### src/rtl/uftx_pkg.sv
package uftx_pkg;
    typedef enum logic [1:0] {
        ST_IDLE,
        ST_REQ,
        ST_CAPT,
        ST_SEND
    } tx_state_e;
endpackage

### src/rtl/uftx_frame_pack.sv
// Builds the full character, LSB first: start(0), data, even parity, stop(1).
module uftx_frame_pack #(
    parameter int DATA_W = 8
) (
    input  logic [DATA_W-1:0] byte_i,
    output logic [DATA_W+2:0] frame_o
);
    logic par;

    always_comb begin
        par = 1'b0;
        for (int i = 0; i < DATA_W; i++) begin
            par = par ^ byte_i[i];
        end
        frame_o = {1'b1, par, byte_i, 1'b0};
    end
endmodule

### src/rtl/uftx_bit_timer.sv
// Counts the clocks of one bit period; restart aligns the period to a new frame.
module uftx_bit_timer #(
    parameter int BIT_TICKS = 5
) (
    input  logic clk,
    input  logic rst,
    input  logic restart,
    output logic bit_end
);
    localparam int CW = (BIT_TICKS > 1) ? $clog2(BIT_TICKS) : 1;
    localparam logic [CW-1:0] LAST = CW'(BIT_TICKS - 1);

    logic [CW-1:0] cnt_d, cnt_q;

    assign bit_end = (cnt_q == LAST);

    always_comb begin
        if (restart || bit_end) begin
            cnt_d = '0;
        end else begin
            cnt_d = cnt_q + 1'b1;
        end
    end

    always_ff @(posedge clk) begin
        if (rst) begin
            cnt_q <= '0;
        end else begin
            cnt_q <= cnt_d;
        end
    end
endmodule

### src/rtl/uart_fetch_tx.sv
module uart_fetch_tx #(
    parameter int BIT_TICKS = 5,
    parameter int DATA_W    = 8
) (
    input  logic              clk,
    input  logic              rst,
    input  logic [DATA_W-1:0] src_data,
    input  logic              src_empty,
    output logic              src_rd,
    output logic              tx_line
);
    import uftx_pkg::*;

    localparam int FRAME_W = DATA_W + 3;
    localparam int IDX_W   = $clog2(FRAME_W);

    typedef struct packed {
        tx_state_e          st;
        logic               rd;
        logic               tx;
        logic [FRAME_W-1:0] sh;
        logic [IDX_W-1:0]   left;
    } regs_t;

    regs_t r_d, r_q;
    logic [FRAME_W-1:0] frame_w;
    logic bit_end;
    logic tmr_restart;

    uftx_frame_pack #(.DATA_W(DATA_W)) u_pack (
        .byte_i (src_data),
        .frame_o(frame_w)
    );

    uftx_bit_timer #(.BIT_TICKS(BIT_TICKS)) u_tmr (
        .clk    (clk),
        .rst    (rst),
        .restart(tmr_restart),
        .bit_end(bit_end)
    );

    always_comb begin
        r_d         = r_q;
        r_d.rd      = 1'b0;
        tmr_restart = 1'b0;
        case (r_q.st)
            ST_IDLE: begin
                r_d.tx = 1'b1;
                if (!src_empty) begin
                    r_d.rd = 1'b1;
                    r_d.st = ST_REQ;
                end
            end
            ST_REQ: begin
                // source drives the byte during the next cycle
                r_d.st = ST_CAPT;
            end
            ST_CAPT: begin
                r_d.tx      = frame_w[0];
                r_d.sh      = {1'b1, frame_w[FRAME_W-1:1]};
                r_d.left    = IDX_W'(FRAME_W - 1);
                tmr_restart = 1'b1;
                r_d.st      = ST_SEND;
            end
            ST_SEND: begin
                if (bit_end) begin
                    if (r_q.left == '0) begin
                        r_d.tx = 1'b1;
                        if (!src_empty) begin
                            r_d.rd = 1'b1;
                            r_d.st = ST_REQ;
                        end else begin
                            r_d.st = ST_IDLE;
                        end
                    end else begin
                        r_d.tx   = r_q.sh[0];
                        r_d.sh   = {1'b1, r_q.sh[FRAME_W-1:1]};
                        r_d.left = r_q.left - 1'b1;
                    end
                end
            end
            default: r_d.st = ST_IDLE;
        endcase
    end

    always_ff @(posedge clk) begin
        if (rst) begin
            r_q.st   <= ST_IDLE;
            r_q.rd   <= 1'b0;
            r_q.tx   <= 1'b1;
            r_q.sh   <= '1;
            r_q.left <= '0;
        end else begin
            r_q <= r_d;
        end
    end

    assign src_rd  = r_q.rd;
    assign tx_line = r_q.tx;
endmodule

### config.mk
export PLATFORM = sky130hd
export DESIGN_NAME = uart_fetch_tx
export DESIGN_NICKNAME = d
export VERILOG_FILES = /design/src/rtl/uftx_pkg.sv /design/src/rtl/uftx_frame_pack.sv /design/src/rtl/uftx_bit_timer.sv /design/src/rtl/uart_fetch_tx.sv
export SDC_FILE = /design/constraint.sdc
export NUM_CORES = 1
export LEC_CHECK = 0
export BUFFER_PORTS_ARGS = -buffer_cell sky130_fd_sc_hd__buf_2
export CAP_MARGIN = 20
export CORE_MARGIN = 2
export CORE_UTILIZATION = 40
export DETAILED_ROUTE_END_ITERATION = 10
export GPL_ROUTABILITY_DRIVEN = 0
export MAX_ROUTING_LAYER = met4
export PLACE_DENSITY = 0.62
export RECOVER_POWER = 100
export SLEW_MARGIN = 10
export SYNTH_ARGS = -nofsm -noshare
export SYNTH_HDL_FRONTEND = slang
export SYNTH_HIERARCHICAL = 1
export SYNTH_SLANG_ARGS = --single-unit
### constraint.sdc
create_clock -name clk -period 3.5 [get_ports clk]
set_input_delay 0.7 -clock clk [delete_from_list [all_inputs] [get_ports clk]]
set_output_delay 0.7 -clock clk [all_outputs]
set_load 0.005 [all_outputs]
# Word-level counts from Yosys, hierarchy flattened
# Cells that the tools add are included.
dict set report word_totals {
  register_bits 22
  in_bits 11
  out_inout_bits 2
}
dict set report op_classes {
  add_sub_neg 2
  n_eq_ne 8
  mux 12
  n_bitwise 7
  reduce_logical 9
}
# cell count
set ops {}
lappend ops {{15-bit one-hot mux with 2 select lines} 1}
lappend ops {{19-bit two-way mux} 1}
lappend ops {{15-bit two-way mux} 1}
lappend ops {{2-bit one-hot mux with 4 select lines} 1}
lappend ops {{1-bit bitwise XOR} 7}
lappend ops {{3-bit two-way mux} 2}
lappend ops {{2-bit != test, second input constant} 3}
lappend ops {{3-bit AND reduction} 2}
lappend ops {{2-bit == test, second input constant} 2}
lappend ops {{4-bit logical NOT} 1}
lappend ops {{1-bit two-way mux} 4}
lappend ops {{4-bit by 1-bit subtractor with 4-bit output, second input constant} 1}
lappend ops {{3-bit by 1-bit adder with 3-bit output, second input constant} 1}
lappend ops {{3-bit == test, second input constant} 1}
lappend ops {{1-bit one-hot mux with 3 select lines} 1}
lappend ops {{3-bit nonzero test} 1}
lappend ops {{2-bit by 1-bit == test with 1-bit output, second input constant} 1}
lappend ops {{2-bit logical NOT} 1}
lappend ops {{2-bit by 1-bit != test with 1-bit output, second input constant} 1}
lappend ops {{1-bit one-hot mux with 2 select lines} 1}
lappend ops {{2-bit AND reduction} 1}
lappend ops {{2-bit nonzero test} 1}
lappend ops {{2-bit OR reduction} 1}
lappend ops {{1-bit logical OR} 1}

# Longest topological paths before layout
dict set report logic_depth {
  depth_word 8
  ltp_mapped 7
  depth_no_buf 6
}

# Modules after synthesis
# Netlist, hierarchy kept.
# module instances cells_per_inst area_per_inst_um2 seq_area_each_um2
set modules_own_cells {}
lappend modules_own_cells {uart_fetch_tx 1 134 1177.4 380.4}
lappend modules_own_cells {uftx_frame_pack 1 20 151.4 0.0}
lappend modules_own_cells {uftx_bit_timer 1 13 145.1 60.1}

# Least setup slack after synthesis
# OpenSTA, ideal clock, no wires.
dict set report synth_timing {
  path_type {input to register}
  start {input src_data[7]}
  end {register r_q[12] (netlist name)}
  setup_ns 0.122
  arrival_ns 1.663
  t_required_ns 3.378
  path_slack_ns 1.715
  stages 7
  n_path_buf 1
  path_cell_list {xor2_1 > xnor2_1 > xnor2_1 > buf_4 > inv_1 > o21ai_0 > a311o_1}
}
dict set report synth_via {
  elab_chain_cells 2
}
# item line
set synth_rtl {}
lappend synth_rtl {{from (decl)} uart_fetch_tx.sv:7} ;# input logic [DATA_W-1:0] src_data,
lappend synth_rtl {{1-bit bitwise XOR} uftx_frame_pack.sv:13} ;# par = par ^ byte_i[i];
lappend synth_rtl {{net u_pack.par} uftx_frame_pack.sv:8} ;# logic par;
lappend synth_rtl {{15-bit one-hot mux with 2 select lines} uart_fetch_tx.sv:46} ;# case (r_q.st)
lappend synth_rtl {{to (signal assigned)} uart_fetch_tx.sv:94} ;# r_q <= r_d;
lappend synth_rtl {{to (decl)} uart_fetch_tx.sv:25} ;# regs_t r_d, r_q;
# The timed path passes the listed nets, and every way through them passes these cells.
# A chain may end at the register's enable or synchronous reset.

# Worst setup path after layout
dict set report layout_timing {
  start {register u_tmr.cnt_q[0]}
  end {register r_q[7] (netlist name)}
}
dict set report layout_via {
  elab_chain_cells 3
}
# item line
set layout_rtl {}
lappend layout_rtl {{from (decl)} uftx_bit_timer.sv:13} ;# logic [CW-1:0] cnt_d, cnt_q;
lappend layout_rtl {{from (signal assigned)} uftx_bit_timer.sv:29} ;# cnt_q <= cnt_d;
lappend layout_rtl {{3-bit == test} uftx_bit_timer.sv:15} ;# assign bit_end = (cnt_q == LAST);
lappend layout_rtl {{net bit_end} uart_fetch_tx.sv:27} ;# logic bit_end;
lappend layout_rtl {{2-bit by 1-bit != test with 1-bit output (no source line)} --}
lappend layout_rtl {{3-bit AND reduction (no source line)} --}
# The timed path passes the listed nets, and every way through them passes these cells.

==> results.ini <==
[run_status]
outcome=finished clean

[floorplanning]
die_area_um2=4190
die_w_um=64.7
rows=22
start_util_pct=40.9
ios=13
die_h_um=64.7
coreArea_um2=3610

[route]
first_iter_violations=24
vias=1117
ant_nets=0
routed_wl_um=2640
first_pass_iters=4
wl_per_cell_um=12.6
drc=0
via_per_inst=5.32

[layout]
nets=184
area_growth_pct=-0.764
drive_above_1_share_pct=13.0
num_antenna_cells=0
fin_area_um2=1460

[sta]
grt_setup_unrepaired=no
tightest_slew_ps=898
max_freq_ghz=0.438
min_period_ps=2280
finalHoldViolCount=0
maxSlewViolCount=0
clock_skew_ps=2.20
relSlewSlack_pct=40.1
fin_setup_tns_ps=0
setup_viol=0
holdWs_ps=467
layout_setup_ws_ps=1220
finalCritPeriodShare_pct=65.3

[worst_setup_path]
worstPathRequired_ps=3650
cp_max_fo=23
start_kind=register
endpoint_kind=register
crit_arrival_ps=2430
path_class=register to register
r2r_slack_ps=1220

[global_routing]
antenna_found_initial=0
grt_use_met1_pct=15.5
grt_overflow=0
met3_usage_pct=3.82
grt_max_degree=29
track_usage_pct=13.5
use_met2_pct=24.0
grt_first_pass_wirelength_um=4410
busiest_layer=met2
grt_pass1_vias=1043

[clock_network]
clkSinkCount=22
cts_hold_buffers=0
cts_setup_buffers=0
clockBufferDepth=2
h-tree-depth=1
clock_latency_ps=260
cts_root_buf=clkbuf_8
cts_tree=yes
path_clk_slew_ps=80
cts_made_buffers=3
cts_resized=0

[yosys]
synth_fp_nets=187
synth_top_area_share_pct=29.9
synth.distinct_cells=41
yosys.area.top_type=dfxtp_1
synth_cells=167
synth_seq_area_share_pct=29.9
ys_ff_latch=22
syn-cell-area_um2=1470
synthTopCellsByArea=dfxtp_1 (30%), ha_1 (7.6%), a311o_1 (6.8%)
synth_area_per_cell_um2=8.83
synth_warnings=6

[place]
dpl_cell_area_um2=1450
dp_slack_ps=1330
dpl.hpwl_um=1840
port_buffers=12

[power_and_ir_drop]
ir_drop_v=0.000317
p_int_uw=596
clkPwrFrac_pct=16.4
switchingPower_uw=358
power.density_nw_per_um2=653
seq_power_share_pct=39.3
power.share.switching_pct=37.5
leakage_uw=0.000564
combPwrFrac_pct=44.3
total_power_uw=955

[min_path]
hold_class=register to register

[run]
maxCapViolCount=0

-- cells by family (layout without fill, tap and decap cells) --
| kind of cell | after synthesis | in the layout | synth area share (%) |
|---|---|---|---|
| AO/OA/AOI/OAI | 46 | 46 | 24.1 |
| AND/OR/NAND/NOR | 41 | 41 | 17.2 |
| buffers and inverters | 37 | 32 | 14.1 |
| flip-flops | 22 | 22 | 29.9 |
| adder cells (fa/ha/maj) | 9 | 9 | 7.64 |
| XOR/XNOR | 7 | 7 | 4.16 |
| multiplexers | 3 | 3 | 2.38 |
| other | 2 | 2 | 0.510 |
-- final timing paths --
path,startpoint,to,depth (start not counted)
worst max-delay path,u_tmr/cnt_q[0],r_q[7],6
worst min-delay path,r_q[14],r_q[14],1
worst max register to register,u_tmr/cnt_q[0],r_q[7],6
worst min register to register,r_q[14],r_q[14],1
-- registers in the layout (all words and copies together) (netlist names) --
name and cells:
tx_line 1, r_q 17, src_rd 1, u_tmr/cnt_q 3
-- per-stage QoR --
| step | util [%] | cells |
|---|---|---|
| global placement | 40.3 | 207 |
| floorplan | - | 167 |
| finish | 40.6 | 210 |
| global route | 40.6 | 210 |
| CTS | 41.5 | 210 |
| detailed placement | 40.3 | 207 |
-- worst max-delay path, cell delays in order, from the launching register on --
cell and delay (ps):
dfxtp_1 330, inv_1 60, ha_1 150, and2_0 710, mux2_4 440, a21boi_0 130
a311o_1 330
-- placed cells by master, fill, tap and decap left out, types with 2 or more instances in the layout --
cell      Yosys  layout
xnor2_1       6       6
a21boi_0      3      10
o21ai_0      11      11
inv_1        16      16
a311oi_1      2       2
and2_0        0       2
dfxtp_1      22      22
conb_1        2       2
clkbuf_8      0       3
or3_1         2       2
nor4b_1       2       2
nand2_1       3       3
o21ai_1       2       2
nor4_1        4       4
a211oi_1      1       2
ha_1          9       9
mux2i_1       2       2
buf_2         1      12
nand3_1      11      11
a21oi_1       7       7
nand2b_1      4       4
a311o_1      10      10
nor2_1        3       3
nand3b_1      2       2
-- power by group through the flow --
stage	Sequential, uW	Clock [uW]	Combinational (uW)
2_1_floorplan	370	0	409
3_3_place_gp	376	0	435
3_5_place_dp	380	0	458
4_1_cts	374	164	459
5_1_grt	384	169	485
6_report	375	156	423
-- cells in the mapped netlist (all sizes together) --
library cell	count
a211oi	2
a21boi	10
a21oi	7
a311o	10
a311oi	2
a31o	1
and2	2
and3	1
buf	16
clkbuf	5
conb	2
dfxtp	22
ha	9
inv	16
mux2	1
mux2i	2
nand2	3
nand2b	4
nand3	11
nand3b	2
nand4bb	1
nor2	3
nor2b	1
nor3	1
nor3b	1
nor4	4
nor4b	2
o21a	1
o21ai	13
or2b	1
or3	2
or3b	2
xnor2	6
xor2	1
-- cell type report --
class	instances	area [um2]
fill	367	2140
multi-input combinational	108	793
tap	48	60.1
timing repair buffer	13	67.6
sequential	22	440
inverter	16	60.1
clock buffer	3	41.3
-- layer usage --
layer  up-vias  wire length (um)
li1        567                 -
met1       531              1190
met2        17              1350
met3         2                89
met4         0                 7
met5         -                 0
Power figures use the tool's default switching activity.
